[src/rtl/serreg_pkg.sv]
package serreg_pkg;

   typedef enum logic [1:0] {
      PH_ADDR,
      PH_DIR,
      PH_PAD,
      PH_DATA
   } phase_e;

endpackage

[src/rtl/serreg_sync.sv]
module serreg_sync #(
   parameter int           W       = 1,
   parameter int           STAGES  = 2,
   parameter logic [W-1:0] RST_VAL = '0
) (
   input  logic         clk,
   input  logic         rst_n,
   input  logic [W-1:0] d,
   output logic [W-1:0] q
);

   logic [W-1:0] st [STAGES];

   generate
      for (genvar g = 0; g < STAGES; g++) begin : g_stage
         if (g == 0) begin : g_first
            always_ff @(posedge clk or negedge rst_n) begin
               if (!rst_n) st[0] <= RST_VAL;
               else        st[0] <= d;
            end
         end else begin : g_next
            always_ff @(posedge clk or negedge rst_n) begin
               if (!rst_n) st[g] <= RST_VAL;
               else        st[g] <= st[g-1];
            end
         end
      end
   endgenerate

   assign q = st[STAGES-1];

endmodule

[src/rtl/serreg_frame.sv]
module serreg_frame
   import serreg_pkg::*;
#(
   parameter int   ADDR_W   = 8,
   parameter int   DATA_W   = 8,
   parameter int   PAD_W    = 7,
   parameter logic SDO_IDLE = 1'b0,
   localparam int  FRAME_LEN = ADDR_W + 1 + PAD_W + DATA_W,
   localparam int  CNT_W     = $clog2(FRAME_LEN + 1)
) (
   input  logic              clk,
   input  logic              rst_n,
   input  logic              cs_n_s,
   input  logic              sclk_s,
   input  logic              sdi_s,
   input  logic [DATA_W-1:0] rd_data,
   output logic [ADDR_W-1:0] rd_addr,
   output logic              wr_en,
   output logic [ADDR_W-1:0] wr_addr,
   output logic [DATA_W-1:0] wr_data,
   output logic              sdo,
   output logic [CNT_W-1:0]  bit_cnt,
   output logic              sclk_fall
);

   localparam int DIR_POS = ADDR_W;
   localparam int DAT_POS = ADDR_W + 1 + PAD_W;
   localparam int LAST    = FRAME_LEN - 1;

   logic              sclk_d;
   logic              sclk_rise;
   logic              done;
   logic              rw_q;
   logic [ADDR_W-1:0] addr_q;
   logic [DATA_W-1:0] data_q;
   logic [DATA_W-1:0] rsh;
   phase_e            phase;

   assign sclk_rise = sclk_s & ~sclk_d;
   assign sclk_fall = ~sclk_s & sclk_d;
   assign rd_addr   = addr_q;

   always_comb begin
      if (bit_cnt < CNT_W'(DIR_POS))       phase = PH_ADDR;
      else if (bit_cnt == CNT_W'(DIR_POS)) phase = PH_DIR;
      else if (bit_cnt < CNT_W'(DAT_POS))  phase = PH_PAD;
      else                                 phase = PH_DATA;
   end

   always_ff @(posedge clk or negedge rst_n) begin
      if (!rst_n) sclk_d <= 1'b0;
      else        sclk_d <= sclk_s;
   end

   always_ff @(posedge clk or negedge rst_n) begin
      if (!rst_n) begin
         bit_cnt <= '0;
         done    <= 1'b0;
         rw_q    <= 1'b0;
         addr_q  <= '0;
         data_q  <= '0;
         rsh     <= '0;
         sdo     <= SDO_IDLE;
         wr_en   <= 1'b0;
         wr_addr <= '0;
         wr_data <= '0;
      end else begin
         wr_en <= 1'b0;
         if (cs_n_s) begin
            bit_cnt <= '0;
            done    <= 1'b0;
            sdo     <= SDO_IDLE;
         end else begin
            if (sclk_rise && !done) begin
               case (phase)
                  PH_ADDR: addr_q <= {sdi_s, addr_q[ADDR_W-1:1]};
                  PH_DIR:  rw_q   <= sdi_s;
                  PH_PAD:  ;
                  PH_DATA: data_q <= {sdi_s, data_q[DATA_W-1:1]};
                  default: ;
               endcase
               if (bit_cnt == CNT_W'(DAT_POS - 1)) rsh <= rd_data;
               if (bit_cnt == CNT_W'(LAST)) begin
                  done <= 1'b1;
                  if (!rw_q) begin
                     wr_en   <= 1'b1;
                     wr_addr <= addr_q;
                     wr_data <= {sdi_s, data_q[DATA_W-1:1]};
                  end
               end else begin
                  bit_cnt <= bit_cnt + 1'b1;
               end
            end
            if (sclk_fall && !done && rw_q && phase == PH_DATA) begin
               sdo <= rsh[0];
               rsh <= {1'b0, rsh[DATA_W-1:1]};
            end
         end
      end
   end

endmodule

[src/rtl/serreg_file.sv]
module serreg_file #(
   parameter int  ADDR_W  = 8,
   parameter int  DATA_W  = 8,
   parameter int  DEF_MUL = 37,
   parameter int  DEF_ADD = 90,
   localparam int DEPTH   = 1 << ADDR_W
) (
   input  logic              clk,
   input  logic              rst_n,
   input  logic              wr_en,
   input  logic [ADDR_W-1:0] wr_addr,
   input  logic [DATA_W-1:0] wr_data,
   input  logic [ADDR_W-1:0] rd_addr,
   output logic [DATA_W-1:0] rd_data
);

   logic [DATA_W-1:0] mem [DEPTH];

   generate
      for (genvar i = 0; i < DEPTH; i++) begin : g_reg
         localparam logic [DATA_W-1:0] DEF =
            DATA_W'((i * DEF_MUL + DEF_ADD) % (1 << DATA_W));
         always_ff @(posedge clk or negedge rst_n) begin
            if (!rst_n)                                  mem[i] <= DEF;
            else if (wr_en && wr_addr == ADDR_W'(i))     mem[i] <= wr_data;
         end
      end
   endgenerate

   assign rd_data = mem[rd_addr];

endmodule

[src/rtl/serreg_slave.sv]
module serreg_slave #(
   parameter int   ADDR_W      = 8,
   parameter int   DATA_W      = 8,
   parameter int   PAD_W       = 7,
   parameter int   SYNC_STAGES = 2,
   parameter logic SDO_IDLE    = 1'b0,
   parameter int   DEF_MUL     = 37,
   parameter int   DEF_ADD     = 90
) (
   input  logic clk,
   input  logic rst_n,
   input  logic cs_n,
   input  logic sclk,
   input  logic sdi,
   output logic sdo
);

   localparam int FRAME_LEN = ADDR_W + 1 + PAD_W + DATA_W;
   localparam int CNT_W     = $clog2(FRAME_LEN + 1);

   if (ADDR_W < 2 || ADDR_W > 10) begin : g_bad_addr
      $error("serreg_slave: ADDR_W must lie in 2..10");
   end
   if (DATA_W < 2) begin : g_bad_data
      $error("serreg_slave: DATA_W must be at least 2");
   end
   if (PAD_W < 0) begin : g_bad_pad
      $error("serreg_slave: PAD_W must not be negative");
   end
   if (SYNC_STAGES < 2) begin : g_bad_sync
      $error("serreg_slave: SYNC_STAGES must be at least 2");
   end

   logic              cs_sync;
   logic              sclk_sync;
   logic              sdi_sync;
   logic              sclk_fall;
   logic [CNT_W-1:0]  bit_cnt;
   logic              wr_en;
   logic [ADDR_W-1:0] wr_addr;
   logic [DATA_W-1:0] wr_data;
   logic [ADDR_W-1:0] rd_addr;
   logic [DATA_W-1:0] rd_data;

   serreg_sync #(
      .W       (3),
      .STAGES  (SYNC_STAGES),
      .RST_VAL (3'b100)
   ) u_sync (
      .clk   (clk),
      .rst_n (rst_n),
      .d     ({cs_n, sclk, sdi}),
      .q     ({cs_sync, sclk_sync, sdi_sync})
   );

   serreg_frame #(
      .ADDR_W   (ADDR_W),
      .DATA_W   (DATA_W),
      .PAD_W    (PAD_W),
      .SDO_IDLE (SDO_IDLE)
   ) u_frame (
      .clk       (clk),
      .rst_n     (rst_n),
      .cs_n_s    (cs_sync),
      .sclk_s    (sclk_sync),
      .sdi_s     (sdi_sync),
      .rd_data   (rd_data),
      .rd_addr   (rd_addr),
      .wr_en     (wr_en),
      .wr_addr   (wr_addr),
      .wr_data   (wr_data),
      .sdo       (sdo),
      .bit_cnt   (bit_cnt),
      .sclk_fall (sclk_fall)
   );

   serreg_file #(
      .ADDR_W  (ADDR_W),
      .DATA_W  (DATA_W),
      .DEF_MUL (DEF_MUL),
      .DEF_ADD (DEF_ADD)
   ) u_file (
      .clk     (clk),
      .rst_n   (rst_n),
      .wr_en   (wr_en),
      .wr_addr (wr_addr),
      .wr_data (wr_data),
      .rd_addr (rd_addr),
      .rd_data (rd_data)
   );

endmodule

[config.mk]
export PLATFORM = sky130hd
export DESIGN_NAME = serreg_slave
export DESIGN_NICKNAME = d
export VERILOG_FILES = /design/src/rtl/serreg_pkg.sv /design/src/rtl/serreg_sync.sv /design/src/rtl/serreg_frame.sv /design/src/rtl/serreg_file.sv /design/src/rtl/serreg_slave.sv
export SDC_FILE = /design/constraint.sdc
export NUM_CORES = 2
export LEC_CHECK = 0
export ABC_AREA = 1
export BUFFER_PORTS_ARGS = -buffer_cell sky130_fd_sc_hd__buf_2
export CORE_MARGIN = 2
export CORE_UTILIZATION = 65
export DETAILED_ROUTE_END_ITERATION = 8
export PLACE_DENSITY = 0.83
export SETUP_SLACK_MARGIN = 0.15
export SKIP_LAST_GASP = 1
export SYNTH_ARGS = -nofsm -noshare
export SYNTH_HDL_FRONTEND = slang
export SYNTH_HIERARCHICAL = 1
export SYNTH_SLANG_ARGS = --single-unit
export TNS_END_PERCENT = 5
[constraint.sdc]
create_clock -name clk -period 3.6 [get_ports clk]
set_input_delay 0.18 -clock clk [delete_from_list [all_inputs] [get_ports clk]]
set_output_delay 0.18 -clock clk [all_outputs]
set_load 0.03 [all_outputs]
Yosys cells after proc, flatten, opt, wreduce, memory -nomap -nowiden --
Cells that the tools add are included.
Word-level totals: bits in registers 2104, logic and storage cells 837
Cells by class: add/sub/neg operators 1, magnitude comparators 3, equality and inequality tests 261, muxes and demuxes 21, bitwise operators 7, reductions and logical operators 275
Operator list (number):
- == test 8 bit, second input constant | 128
- == test 8 x 7 -> 1 bit, second input constant | 64
- logical AND 1 bit | 260
- == test 8 x 6 -> 1 bit, second input constant | 32
- == test 8 x 5 -> 1 bit, second input constant | 16
- binary-select mux 8 bit (select 8 bit) | 1
- == test 8 x 4 -> 1 bit, second input constant | 8
- two-way mux 8 bit | 5
- == test 8 x 3 -> 1 bit, second input constant | 4
- == test 8 x 2 -> 1 bit, second input constant | 2
- two-way mux 5 bit | 3
- AND reduction 3 bit | 4
- == test 5 x 4 -> 1 bit, second input constant | 2
- two-way mux 1 bit | 10
- nonzero test 2 bit | 5
- greater-or-equal comparator 9 bit, second input constant | 1
- NOT 8 -> 9 bit | 1
- == test 8 x 1 -> 1 bit, second input constant | 1
- logical NOT 8 bit | 1
- adder 5 x 1 -> 5 bit, second input constant | 1
- == test 5 bit, second input constant | 1
- less-than comparator 5 x 4 -> 1 bit, second input constant | 1
- less-than comparator 5 bit, second input constant | 1
- two-way mux 2 bit | 2
- 9 further kinds | 14

Longest topological paths before layout --
word-level depth 8, depth in mapped cells 19, mapped depth without buffers 15

Modules after synthesis --
Netlist, hierarchy kept.
Modules (own cells, without submodules):
- serreg_file | instances 1, cells each 11569, area each 93674.8 um^2
- serreg_frame | instances 1, cells each 262, area each 2220.9 um^2
- serreg_sync | instances 1, cells each 9, area each 175.2 um^2

Least setup slack after synthesis --
OpenSTA, ideal clock, no wires.
path type reg-to-reg, start point register u_frame.addr_q[1] (netlist: u_frame/rd_addr[1]), end point register u_frame.rsh[5], arrival 1.909 ns, required time 3.481 ns, setup slack 1.572 ns, cell stages (with the launch flop) 17, buffers on the path 3, period minus slack after synthesis 2.028 ns, cell sequence dfrtp_1 -> buf_2 -> clkbuf_1 -> clkbuf_1 -> nand3_1 -> nand3_1 -> nand3_1 -> nand3_1 -> nand3_1 -> nand3_1 -> nand2_1 -> nand2_1 -> nand2_1 -> nand2_1 -> nand2_1 -> nand2_1 -> nand2_1
On the way: cells in the longest elaborated chain, start to end 7
RTL lines:
- start: declaration | RTL line serreg_frame.sv:34 | logic [ADDR_W-1:0] addr_q;
- start signal: assignment | RTL line serreg_frame.sv:76 | PH_ADDR: addr_q <= {sdi_s, addr_q[ADDR_W-1:1]};
- NOT 8 -> 9 bit (not written as such) | RTL line serreg_file.sv:30 | assign rd_data = mem[rd_addr];
- binary-select mux 8 bit (select 8 bit) | RTL line serreg_file.sv:30
- two-way mux 8 bit (not written as such) (2 in series) | RTL line serreg_file.sv:30
- named net rd_data[5] | RTL line serreg_slave.sv:43 | logic [DATA_W-1:0] rd_data;
- two-way mux 8 bit | RTL line serreg_frame.sv:82 | if (bit_cnt == CNT_W'(DAT_POS - 1)) rsh <= rd_data;
- two-way mux 8 bit | RTL line serreg_frame.sv:74 | if (sclk_rise && !done) begin
- two-way mux 8 bit | RTL line serreg_frame.sv:94 | if (sclk_fall && !done && rw_q && phase == PH_DATA) begin
- end signal: assignment | RTL line serreg_frame.sv:82
- end signal: assignment | RTL line serreg_frame.sv:96 | rsh <= {1'b0, rsh[DATA_W-1:1]};
- end: declaration | RTL line serreg_frame.sv:36 | logic [DATA_W-1:0] rsh;
The timed path passes the listed nets, and every way through them passes these cells. The select of a mux whose other input is x is not followed. A chain may end at the register's enable or synchronous reset.

Final worst setup path --
start point register u_frame.addr_q[0] (netlist: u_frame/rd_addr[0]), end point register u_frame.rsh[7]
The elaborated chain is that of the path after synthesis.

==> reports/summary.txt <==
Status - complete, but fails checks
Failing checks - design-rule violations
First-pass GRT wire length - 464,000 um
Cells taking the most area after synthesis - dfstp_2, dfrtp_1, nand2_1, nand3_1, o21ai_0
Clock tree root buffer cell - clkbuf_16
Post-synth cell types - 28
CP max FO - 51
Max-slew violation count - 0
Multi-input logic area - 38,200 sq um
Endpoint class of the critical path - register
Finished layout cell area - 105,000 sq um
DR iter-0 viols - 11,400
Levels on crit path - 15
Sequential cell area - 53,900 sq um
CP Data Required Time - 4.38 ns
Area share of the leading cell type in the synthesized netlist - 28.1%
Sum Neg Setup Slack - 0 ns
EDFF count, synth - 0
Fin nets - 11,400
Final setup vio count - 0
Synth cell count leaders - nand2_1, nand3_1, dfrtp_1
Netlist Area Pre-Place - 96,100 sq um
Worst skew pair latency - 0.85 ns
VDD IR max - 0.000603 V
Arrival time worst endpoint - 4.04 ns
Top-count cell post-synth - nand2_1
Unrepaired setup endpoints after global routing - no
Synthesis-stage register bit count - 2,103
Port-buffer cells - 5
Worst reg-to-reg setup slack - 0.34 ns
Worst Setup Start Kind - register
Reg clk slew, reported paths - 0.07 ns
Fmax - 306 MHz
Max Cap Violations - 0
R2R cell count - 15
Clk_skew - 0.0546 ns
Final ANT Viol Nets - 0
TritonCTS clock tree - yes
Final cell utilization of the core - 71.4%
Die width - 388 um
Post-CTS Hold Fix Bufs - 7
DR WL/cell - 21.8 um
Critical path's top delay family - simple AND/OR/NAND/NOR gates
Clk sinks - 2,103
Crit Path Class - register to register
Core box area - 147,000 sq um
Share of layout cells above drive strength 1 - 14.6%
Number of global-route vias before repair - 83,400
Async SR Flop Fraction - 100%
Site Rows - 141
Reg-to-reg startpoint - u_frame/rd_addr[0]$_DFFE_PN0P_
Largest net degree at the start of global routing - 156
Initial DRT Pass Iterations - 9
Average cell area after synthesis - 8.11 sq um
Post-cts resize count - 0
Post-CTS Setup Inserts - 0
Area Overhead vs Synth - 9.50%
Die height - 388 um
Initial antenna violation count - 8
Dpl cell area - 98,000 sq um
WP buf/inv - 3
Min cycle time layout - 3.26 ns
Total grt overflow - 0
Initial Util - 65.2%
Rel. slew slack - 22.4%
CTS Buf Count - 206
Synthesized Nets - 11,800
Hold Crit Class - input pin to register
Crit path capture - u_frame/rsh[7]$_DFFE_PN0P_
Via density - 6.39
Max incr delay on CP - 0.61 ns
Slew @ Worst Pin - 1.16 ns
DRT Wirelength - 294,000 um
Sequential cell area fraction in the yosys report - 56.1%
Die area - 151,000 sq um
Hold_ws - 0.0603 ns
Total number of vias - 86,100
Final hold vios - 0
I/O pins - 6
Top FF cell, synth - dfrtp_1
Total track usage - 38.7%
Yosys warns - 6
Pleak - 41.0 nW
Final Cycle Share - 90.7%
Critical Path Start - u_frame/rd_addr[0]$_DFFE_PN0P_
Clock tree buffer depth - 3
GP Congestion - 0.947
Area leader, netlist - dfstp_2
P per Cell Area - 528 nW/um^2
Crit-path most repeated cell - nand3_1
# fillers - 10,700
Slowest library cell on the worst path - dfrtp_4
Worst reg2reg path endpoint - u_frame/rsh[7]$_DFFE_PN0P_
Post-Syn Instances - 11,800
Critical path, cell by cell - inv_8, buf_12, buf_12, nand2_1, nand3_1, nand3_1, nand3_1, nand3_1, nand3_1, nand3_1, nand2_1, nand2_1, nand2_1, nand3_1, nand2_1
Detailed placement HPWL - 171,000 um
Number of H-tree levels - 4
Drt drc - 5
layout make-up:
type	count	area share (%)
antenna	6	0.0143
clock buffer	336	6.02
clock inverter	55	0.743
inverter	63	0.306
multi-input combinational	8704	36.3
sequential	2103	51.3
tap	1930	2.30
timing repair buffer	274	3.08
state kept, by name (all words and copies together) (netlist names):
name / cells
u_frame/bit_cnt: 5
u_frame/wr_data: 8
u_file/mem: 2048
u_sync/q: 3
u_frame/rd_addr: 8
u_frame/rw_q: 1
u_sync/st: 3
u_frame/rsh: 8
u_frame/sclk_d: 1
u_frame/data_q: 7
u_frame/done: 1
u_frame/sdo: 1
u_frame/wr_en: 1
u_frame/wr_addr: 8
kinds of logic after synthesis:
family,Yosys count,share of synthesized area [%]
simple gates,6639,28.8
flops,2103,56.1
compound gates,2056,10.7
buf+inv,1033,4.25
mux,6,0.0625
fa+ha+maj,3,0.0391
cells in the final DEF (no fill, tap or decap), types with 4 or more instances in the layout:
master,instances
mux2i_1,6
clkinv_8,4
diode_2,6
nand4_1,18
clkbuf_8,63
dfstp_2,1026
inv_6,4
nor3_4,13
nand2_1,4378
clkinv_16,5
dfrtp_1,1072
dlygate4sd3_1,7
nor3_2,4
clkbuf_1,64
buf_2,4
inv_8,11
inv_1,39
buf_12,94
bufinv_16,12
buf_4,169
o21ai_1,908
a21oi_1,116
nand3_1,2042
clkinv_2,27
dfrtp_4,4
clkbuf_16,209
nor2_2,7
o21ai_0,1032
nor2_1,168
inv_2,12
through the flow:
step                      std cells  power (W)  worst slack [ns]
after floorplan               11800     0.0293              1.57
after global placement        13100     0.0330             0.548
after detailed placement      13100     0.0331             0.525
after CTS                     13500     0.0553             0.482
after global routing          13500     0.0570             0.245
final                         13500     0.0556             0.336
worst min path at each step:
stage | startpoint | slack (ns) | cells after the start | end
floorplan | rst_n | -0.12 | 0 | u_file/mem[1000]$_DFFE_PN0P_
global route | sclk | 0.07 | 2 | u_sync/st[4]$_DFF_PN0_
finish | sclk | 0.06 | 2 | u_sync/st[4]$_DFF_PN0_
global placement | rst_n | 0.1 | 1 | u_file/mem[803]$_DFFE_PN0P_
CTS | sclk | 0.02 | 2 | u_sync/st[4]$_DFF_PN0_
detailed placement | rst_n | 0.1 | 1 | u_file/mem[802]$_DFFE_PN0P_
routing by layer:
| metal | vias up | routed length (um) | part of all wire, % | track usage (%) |
|---|---|---|---|---|
| met5 | - | 85 | 0.029 | 0 |
| met2 | 5554 | 131000 | 45 | 58.6 |
| li1 | 38200 | - | - | - |
| met4 | 14 | 17000 | 5.8 | 21.3 |
| met3 | 1048 | 34800 | 12 | 9.89 |
| met1 | 41200 | 111000 | 38 | 51.5 |
report_power, final:
| group | switching, W | total [W] | internal [W] | leakage [nW] |
|---|---|---|---|---|
| combinational | 0.00699 | 0.00937 | 0.00238 | 11.9 |
| clock | 0.00946 | 0.0224 | 0.0129 | 3.50 |
| sequential | 0.0000753 | 0.0238 | 0.0237 | 25.6 |
| total | 0.0165 | 0.0556 | 0.0390 | 41.0 |
(Power assumes the default switching activity.)
